==> src/rtl/rs_pkg.sv <==
package rs_pkg;

    localparam int STAT_W = 16;
    localparam int NFLAG  = 3;

    typedef enum logic [1:0] {
        SEL_STAT = 2'd0,
        SEL_CTRL = 2'd1,
        SEL_LVI  = 2'd2,
        SEL_CIV  = 2'd3
    } sel_e;

    // control register, bit 0 is run
    typedef struct packed {
        logic fe_ie;
        logic lvb_ie;
        logic run;
    } ctrl_t;

    // event flags, ordered as status bits 4:2
    typedef struct packed {
        logic fifo;
        logic buf_c;
        logic lvb;
    } flags_t;

    function automatic logic [STAT_W-1:0] pack_stat(flags_t f, logic celv, logic halt);
        return {{(STAT_W-5){1'b0}}, f, celv, halt};
    endfunction

endpackage

==> src/rtl/rs_ctrl_regs.sv <==
module rs_ctrl_regs
    import rs_pkg::*;
#(
    parameter int IDX_W = 5
) (
    input  logic             clk,
    input  logic             rst,
    input  sel_e             sel,
    input  logic             wr,
    input  logic             word,
    input  logic [STAT_W-1:0] wdata,
    output ctrl_t            ctrl_q,
    output logic [IDX_W-1:0] lvi_q,
    output logic             lvi_wr,
    output flags_t           clr
);

    logic wr_ok;
    logic ctrl_wr;

    assign wr_ok   = wr && word;
    assign ctrl_wr = wr_ok && (sel == SEL_CTRL);
    assign lvi_wr  = wr_ok && (sel == SEL_LVI);

    always_comb begin
        clr = '0;
        if (wr_ok && (sel == SEL_STAT)) begin
            clr = flags_t'(wdata[4:2]);
        end
    end

    always_ff @(posedge clk) begin
        if (rst) begin
            ctrl_q <= '0;
            lvi_q  <= '0;
        end else begin
            if (ctrl_wr) begin
                ctrl_q <= ctrl_t'(wdata[2:0]);
            end
            if (lvi_wr) begin
                lvi_q <= wdata[IDX_W-1:0];
            end
        end
    end

    AST_BYTE_WR_IGNORED: assert property (@(posedge clk) disable iff (rst)
        (wr && !word) |=> ($stable(ctrl_q) && $stable(lvi_q)));

endmodule

==> src/rtl/rs_ring_track.sv <==
module rs_ring_track #(
    parameter int IDX_W  = 5,
    parameter bit TX_DIR = 1'b0
) (
    input  logic             clk,
    input  logic             rst,
    input  logic             run,
    input  logic             buf_done,
    input  logic             desc_fetch,
    input  logic             lvi_wr,
    input  logic [IDX_W-1:0] lvi_q,
    input  logic [IDX_W-1:0] lvi_new,
    output logic [IDX_W-1:0] civ_q,
    output logic             celv_q,
    output logic             halted,
    output logic             running,
    output logic             ev_last
);

    logic at_last;
    logic fin;
    logic step;
    logic fetch_last;

    assign halted     = !run || celv_q;
    assign running    = !halted;
    assign at_last    = (civ_q == lvi_q);
    assign fin        = buf_done && running && at_last;
    assign step       = buf_done && running && !at_last;
    assign fetch_last = desc_fetch && running && at_last;

    // transmit signals the last buffer on fetch, receive on completion
    assign ev_last = TX_DIR ? fetch_last : fin;

    always_ff @(posedge clk) begin
        if (rst) begin
            civ_q  <= '0;
            celv_q <= 1'b0;
        end else begin
            if (lvi_wr) begin
                celv_q <= 1'b0;
                if (celv_q && (lvi_new != civ_q)) begin
                    civ_q <= civ_q + 1'b1;
                end
            end else if (fin) begin
                celv_q <= 1'b1;
            end
            if (step) begin
                civ_q <= civ_q + 1'b1;
            end
        end
    end

    AST_CIV_STEP: assert property (@(posedge clk) disable iff (rst)
        (civ_q != $past(civ_q)) |-> (civ_q == $past(civ_q) + 1'b1));

    AST_CELV_AT_LAST: assert property (@(posedge clk) disable iff (rst)
        celv_q |-> (civ_q == lvi_q));

    AST_HALT_HOLDS_CIV: assert property (@(posedge clk) disable iff (rst)
        (halted && !lvi_wr) |=> $stable(civ_q));

endmodule

==> src/rtl/rs_evt_flags.sv <==
module rs_evt_flags
    import rs_pkg::*;
(
    input  logic   clk,
    input  logic   rst,
    input  flags_t set_i,
    input  flags_t clr_i,
    input  ctrl_t  ctrl,
    output flags_t flags_q,
    output logic   irq
);

    logic [NFLAG-1:0] set_v;
    logic [NFLAG-1:0] clr_v;
    logic [NFLAG-1:0] q_v;

    assign set_v   = set_i;
    assign clr_v   = clr_i;
    assign flags_q = flags_t'(q_v);

    for (genvar i = 0; i < NFLAG; i++) begin : g_flag
        always_ff @(posedge clk) begin
            if (rst) begin
                q_v[i] <= 1'b0;
            end else begin
                q_v[i] <= set_v[i] || (q_v[i] && !clr_v[i]);
            end
        end

        AST_SET_WINS: assert property (@(posedge clk) disable iff (rst)
            set_v[i] |=> q_v[i]);

        AST_CLR_TAKES: assert property (@(posedge clk) disable iff (rst)
            (clr_v[i] && !set_v[i]) |=> !q_v[i]);
    end

    assign irq = flags_q.buf_c
               || (flags_q.lvb  && ctrl.lvb_ie)
               || (flags_q.fifo && ctrl.fe_ie);

endmodule

==> src/rtl/dma_ring_status.sv <==
module dma_ring_status
    import rs_pkg::*;
#(
    parameter int IDX_W  = 5,
    parameter bit TX_DIR = 1'b0
) (
    input  logic        clk,
    input  logic        rst,
    input  logic [1:0]  acc_sel,
    input  logic        acc_wr,
    input  logic        acc_word,
    input  logic [15:0] acc_wdata,
    output logic [15:0] acc_rdata,
    input  logic        buf_done,
    input  logic        buf_ioc,
    input  logic        desc_fetch,
    input  logic        xfer_req,
    input  logic        fifo_lim,
    output logic        fifo_move,
    output logic        fifo_stall,
    output logic        irq
);

    localparam int CTRL_W = $bits(ctrl_t);

    sel_e             sel;
    ctrl_t            ctrl_q;
    logic [IDX_W-1:0] lvi_q;
    logic [IDX_W-1:0] civ_q;
    logic             lvi_wr;
    flags_t           clr;
    flags_t           set;
    flags_t           flags_q;
    logic             celv_q;
    logic             halted;
    logic             running;
    logic             ev_last;
    logic [15:0]      stat;

    assign sel = sel_e'(acc_sel);

    rs_ctrl_regs #(.IDX_W(IDX_W)) i_regs (
        .clk    (clk),
        .rst    (rst),
        .sel    (sel),
        .wr     (acc_wr),
        .word   (acc_word),
        .wdata  (acc_wdata),
        .ctrl_q (ctrl_q),
        .lvi_q  (lvi_q),
        .lvi_wr (lvi_wr),
        .clr    (clr)
    );

    rs_ring_track #(.IDX_W(IDX_W), .TX_DIR(TX_DIR)) i_ring (
        .clk        (clk),
        .rst        (rst),
        .run        (ctrl_q.run),
        .buf_done   (buf_done),
        .desc_fetch (desc_fetch),
        .lvi_wr     (lvi_wr),
        .lvi_q      (lvi_q),
        .lvi_new    (acc_wdata[IDX_W-1:0]),
        .civ_q      (civ_q),
        .celv_q     (celv_q),
        .halted     (halted),
        .running    (running),
        .ev_last    (ev_last)
    );

    // a blocked transfer drops (receive) or repeats (transmit) a sample
    assign fifo_move  = xfer_req && !fifo_lim;
    assign fifo_stall = xfer_req && fifo_lim;

    always_comb begin
        set       = '0;
        set.fifo  = fifo_stall && running;
        set.buf_c = buf_done && buf_ioc && running;
        set.lvb   = ev_last;
    end

    rs_evt_flags i_flags (
        .clk     (clk),
        .rst     (rst),
        .set_i   (set),
        .clr_i   (clr),
        .ctrl    (ctrl_q),
        .flags_q (flags_q),
        .irq     (irq)
    );

    assign stat = pack_stat(flags_q, celv_q, halted);

    always_comb begin
        acc_rdata = '0;
        if (acc_word) begin
            case (sel)
                SEL_STAT: acc_rdata = stat;
                SEL_CTRL: acc_rdata[CTRL_W-1:0] = ctrl_q;
                SEL_LVI:  acc_rdata[IDX_W-1:0] = lvi_q;
                SEL_CIV:  acc_rdata[IDX_W-1:0] = civ_q;
                default:  acc_rdata = '0;
            endcase
        end
    end

    AST_IRQ_HAS_SOURCE: assert property (@(posedge clk) disable iff (rst)
        irq |-> (flags_q != '0));

    AST_NO_FIFO_ERR_HALTED: assert property (@(posedge clk) disable iff (rst)
        (halted && !flags_q.fifo) |=> !flags_q.fifo);

    AST_HALT_ON_STOP: assert property (@(posedge clk) disable iff (rst)
        !ctrl_q.run |-> stat[0]);

endmodule

==> config.mk <==
export PLATFORM = sky130hd
export DESIGN_NAME = dma_ring_status
export DESIGN_NICKNAME = d
export VERILOG_FILES = /design/src/rtl/rs_pkg.sv /design/src/rtl/rs_ctrl_regs.sv /design/src/rtl/rs_ring_track.sv /design/src/rtl/rs_evt_flags.sv /design/src/rtl/dma_ring_status.sv
export SDC_FILE = /design/constraint.sdc
export NUM_CORES = 1
export LEC_CHECK = 0
export ABC_AREA = 1
export CAP_MARGIN = 10
export CORE_ASPECT_RATIO = 1.75
export CORE_MARGIN = 2
export CORE_UTILIZATION = 30
export DETAILED_ROUTE_END_ITERATION = 6
export PLACE_DENSITY = 0.67
export SLEW_MARGIN = 20
export SYNTH_ARGS = -nofsm -noshare
export SYNTH_HDL_FRONTEND = slang
export SYNTH_SLANG_ARGS = --single-unit
==> constraint.sdc <==
create_clock -name clk -period 2 [get_ports clk]
set_input_delay 0.4 -clock clk [delete_from_list [all_inputs] [get_ports clk]]
set_output_delay 0.4 -clock clk [all_outputs]
set_load 0.01 [all_outputs]
Yosys cells after proc, flatten, opt, wreduce, memory -nomap -nowiden
Index checks and enable logic that the tools add are counted.
Widths: inputs -> output; s select.
{"block": "word_totals", "output_inout_bits": 19, "regBits": 17, "word_cells": 58, "input_bits": 27}
{"block": "classes", "muxes": 7, "add_sub_neg": 1, "reduce_logical": 36, "n_eq_ne": 5}
{"cell": "$mux 5", "count": 4}
{"cell": "$logic_and 1x1->1", "count": 18}
{"cell": "$pmux 3 s4", "count": 1}
{"cell": "$logic_not 1->1", "count": 7}
{"cell": "$logic_or 1x1->1", "count": 6}
{"cell": "$pmux 2 s3", "count": 1}
{"cell": "$add 5x1->5 const B", "count": 1}
{"cell": "$eq 5x5->1", "count": 1}
{"cell": "$ne 5x5->1", "count": 1}
{"cell": "$eq 2x2->1 const B", "count": 2}
{"cell": "$reduce_bool 2->1", "count": 2}
{"cell": "$mux 3", "count": 1}
{"cell": "$eq 2x1->1 const B", "count": 1}
{"cell": "$logic_not 2->1", "count": 1}
{"cell": "$reduce_and 2->1", "count": 1}
{"cell": "$reduce_or 2->1", "count": 1}

Longest topological paths before layout
{"block": "logic_depth", "word_depth": 7, "ltp_mapped": 11, "ltp_nobuf": 10}

Hierarchy
From an unflattened synthesis, not the netlist that was laid out.
{"block": "hier_totals", "cells_unflattened": 231, "area_unflattened_um2": 1395.1}
{"module": "rs_ring_track", "cells_per_inst": 91, "seq_area_each_um2": 120.1, "n_inst": 1, "area_each_um2": 570.5}
{"module": "rs_ctrl_regs", "cells_per_inst": 60, "seq_area_each_um2": 160.2, "n_inst": 1, "area_each_um2": 391.6}
{"module": "dma_ring_status", "cells_per_inst": 62, "seq_area_each_um2": 0.0, "n_inst": 1, "area_each_um2": 311.5}
{"module": "rs_evt_flags", "cells_per_inst": 18, "seq_area_each_um2": 60.1, "n_inst": 1, "area_each_um2": 121.4}

Worst setup path after synthesis
Ideal clock, no wire load.
{"block": "synth_timing", "path_kind": "input port to output port", "startpoint": "in acc_sel[0]", "endpoint": "out acc_rdata[0]", "slack_ps": 513, "required_time_ps": 1600, "n_path_buf": 0, "stages": 4, "arrival_ps": 1087, "cell_sequence": "nor2_1 -> inv_1 -> o31ai_1 -> nor2_1"}
{"block": "synth_between", "elab_chain_cells": 3, "word_cells_on_any_way": 6, "cone_classes": "eq/ne (3); mux (2); reduce/logical (1)"}
{"element": "start, declared", "line_no": "dma_ring_status.sv:9", "rtl": "input logic [1:0] acc_sel,"}
{"element": "$eq 2x2->1, or another cell as far along", "line_no": "dma_ring_status.sv:97", "rtl": "case (sel)"}
{"element": "$pmux 3 s4 (*)", "line_no": "dma_ring_status.sv:97"}
{"element": "$mux 5 (*)", "line_no": "dma_ring_status.sv:96", "rtl": "if (acc_word) begin"}
{"element": "end, declared", "line_no": "dma_ring_status.sv:13", "rtl": "output logic [15:0] acc_rdata,"}
Every way passes the cells marked *; elsewhere a longest branch is shown, timed or not.

Worst setup path after layout
{"block": "layout_timing", "startpoint": "in xfer_req", "endpoint": "out fifo_move"}
{"block": "layout_between", "elab_chain_cells": 1}
{"element": "start, declared", "line_no": "dma_ring_status.sv:17", "rtl": "input logic xfer_req,"}
{"element": "$logic_and 1x1->1", "line_no": "dma_ring_status.sv:72", "rtl": "assign fifo_move = xfer_req && !fifo_lim;"}
{"element": "end, declared", "line_no": "dma_ring_status.sv:19", "rtl": "output logic fifo_move,"}
Every way passes these cells.

==> results.py <==
metrics = {
    "routing": {
        "via_per_inst": 4.65,
        "drt_iter0_drc": 15,
        "dr.pass1.iters": 4,
        "wl_met3_um": 126,
        "wl_per_cell_um": 11.6,
        "post-route-drc-count": 0,
        "drt_wl_total_um": 3060,
        "route.met2.wl_um": 1760,
        "vias": 1233,
        "antenna_left": 0,
        "m1WireLength_um": 1040,
        "highest_layer": "met4",
    },
    "sta": {
        "timing.final.ws_setup_ns": 0.0688,
        "clock_skew_ns": 0.00447,
        "period_share_pct": 96.6,
        "holdWs_ns": 0.506,
        "finalMaxSlewViolations": 0,
        "max_freq_mhz": 518,
        "post-route-min-period_ns": 1.93,
        "rsz0062_at_grt": "false",
        "finalSetupViolCount": 0,
        "finalHoldViolations": 0,
        "tns_ns": 0,
    },
    "floorplanning": {
        "core_sq_mm": 0.00379,
        "start_util_pct": 30.7,
        "row_count": 30,
        "die_y_um": 86.3,
        "die_x_um": 51.1,
        "io-pin-count": 46,
        "dieArea_sq_mm": 0.00441,
    },
    "finish": {
        "drive_gt1_share_pct": 14.3,
        "syn_to_final_growth_pct": 30.1,
        "fillerInstances": 425,
        "diodes": 0,
        "fin_nets": 246,
    },
    "clocking": {
        "h-tree-depth": 1,
        "cts.sinks": 17,
        "cts_tree": "built",
        "root_buffer": "clkbuf_8",
        "cts_buffer_depth": 2,
        "cts_made_buffers": 3,
        "clk_pin_slew_ns": 0.07,
        "cts_setup_buffers": 0,
        "clkLatencyLatePin_ns": 0.25,
    },
    "yosys": {
        "ys_types": 25,
        "synth.area.top_cells": "dfxtp_1 29%, nand2_1 13%, buf_4 7.8%",
        "ys.warnings.count": 0,
        "yosysSeqAreaShare_pct": 29.3,
        "yosys.area.top_type_share_pct": 29.3,
        "yosys_register_bits": 17,
        "yosysTopAreaCell": "dfxtp_1",
        "avgSynthCellArea_sq_um": 6.35,
        "synthCells": 183,
        "netlist_area_sq_mm": 0.00116,
    },
    "power": {
        "powerDensity_mw_per_mm2": 499,
        "peakVddDrop_v": 0.000214,
        "leakage_nw": 0.719,
    },
    "worst_hold_path": {
        "whs_endpoint": "i_regs.lvi_q[1]",
        "min_path_type": "flip-flop to flip-flop",
        "hp-start": "i_regs.lvi_q[1]",
        "worst_hold_path.num_cells": 2,
    },
    "setup_path": {
        "worst_setup_path_start_kind": "input pin",
        "r2r_slack_ns": 0.56,
        "cp.required_ns": 1.60,
        "crit_type": "input pin to output port",
        "rr_startpoint": "i_ring.civ_q[1]",
        "worstReg2RegEnd": "i_ring.celv_q",
        "cp_max_fo": 2,
        "cp-end-kind": "output port",
        "cp.arrival_ns": 1.53,
        "r2r_cells": 8,
    },
    "global_route": {
        "grt_overflow": 0,
        "grt_pass1_vias": 1157,
        "grt_start_max_net_pins": 12,
        "antenna_found_initial": 0,
        "grt_use_total_pct": 15.0,
        "grt_pass1_wl_um": 4840,
    },
    "status": {
        "status": "finished clean",
    },
    "run": {
        "max_cap_violations": 0,
    },
    "place": {
        "dp.final_hpwl_um": 2480,
        "portBuffers": 22,
        "pre_cts_slack_ns": -0.425,
        "place_congestion": 0.851,
    },
}
registers in the layout, summed over array words and instances, names as in the netlist:
name,count
i_ring.celv_q,1
i_regs.lvi_q,5
i_ring.civ_q,5
i_flags.flags_q,3
i_regs.ctrl_q,3
cell type report:
| cell class | instances | area (sq um) | share of cell area (%) |
|---|---|---|---|
| multi-input combinational | 131 | 649 | 42.9 |
| sequential | 17 | 340 | 22.5 |
| timing repair buffer | 34 | 302 | 19.9 |
| inverter | 31 | 116 | 7.69 |
| tap | 48 | 60.1 | 3.97 |
| clock buffer | 4 | 45.0 | 2.98 |
per-layer routing:
metal / vias to the layer above / track usage (%)
li1: 623 / -
met1: 559 / 11.8
met2: 40 / 30.7
met5: - / 0
met4: 0 / 11.1
met3: 11 / 2.07
through the flow:
step / util, % / cells / power (W) / instance area (sq um)
after floorplan: - / 193 / 0.000444 / 1200
after global placement: 38.8 / 261 / 0.000506 / 1470
after detailed placement: 38.8 / 261 / 0.000506 / 1470
after CTS: 39.9 / 265 / 0.000757 / 1510
after global routing: 39.9 / 265 / 0.000790 / 1510
final: 39.9 / 265 / 0.000756 / 1510
cells by family (layout without fill, tap and decap cells):
logic type / after synthesis / count (layout) / share of synthesized area [%]
fa+ha+maj: 1 / 1 / 1.08
flops: 17 / 17 / 29.3
other cells: 1 / 11 / 0.323
compound gates: 35 / 35 / 17.3
simple gates: 79 / 79 / 29.7
buf+inv: 45 / 69 / 18.5
xor+xnor: 5 / 5 / 3.77
critical path, cell delays in order:
cell             delay [ns]
clkdlybuf4s50_1        0.48
inv_1                  0.04
nor2_1                 0.08
clkdlybuf4s50_1        0.53
cell usage after synthesis:
master,n
o21ai_0,12
nor2_2,1
a221oi_1,3
nand2_2,2
nand2_1,40
a221o_1,1
conb_1,1
nor2_1,22
o221ai_1,2
inv_2,6
clkbuf_1,1
buf_4,12
buf_2,1
clkinv_1,2
xnor2_1,2
ha_1,1
xor2_1,3
nand2_4,2
nand3_2,1
o31ai_1,1
a21oi_1,16
dfxtp_1,17
inv_1,23
nor2_4,1
nand3_1,10
power by group:
part	switching, W	leakage, nW	internal (W)
clock	0.000117	0.0228	0.000141
sequential	0.00000627	0.138	0.000346
combinational	0.0000788	0.558	0.0000660
placed cells by master (no fill, tap or decap), drive strengths merged, types with 2 or more instances in the layout:
cell           netlist  layout
a21oi               16      16
a221oi               3       3
buf                 13      12
clkbuf               1       5
clkdlybuf4s15        0       3
clkdlybuf4s50        0      15
clkinv               2       2
conb                 1      11
dfxtp               17      17
dlygate4sd2          0       3
inv                 29      29
nand2               44      44
nand3               11      11
nor2                24      24
o21ai               12      12
o221ai               2       2
xnor2                2       2
xor2                 3       3
what timing repair did:
action                     4_1_cts  5_1_grt
resized for setup                9        5
pin swaps                        0        2
hold buffers                     0        0
setup endpoints to repair        5        3
worst max path at each step:
stage	startpoint	to	slack [ns]	depth (start not counted)
2_1_floorplan	acc_sel[0]	acc_rdata[0]	0.51	4
3_3_place_gp	acc_sel[0]	acc_rdata[3]	-0.41	8
3_5_place_dp	acc_sel[1]	acc_rdata[4]	-0.43	8
4_1_cts	acc_sel[0]	acc_rdata[4]	0.02	8
5_1_grt	acc_sel[0]	acc_rdata[1]	0.003	6
6_report	xfer_req	fifo_move	0.07	4
Note: power is estimated with default switching activity, not from simulation.
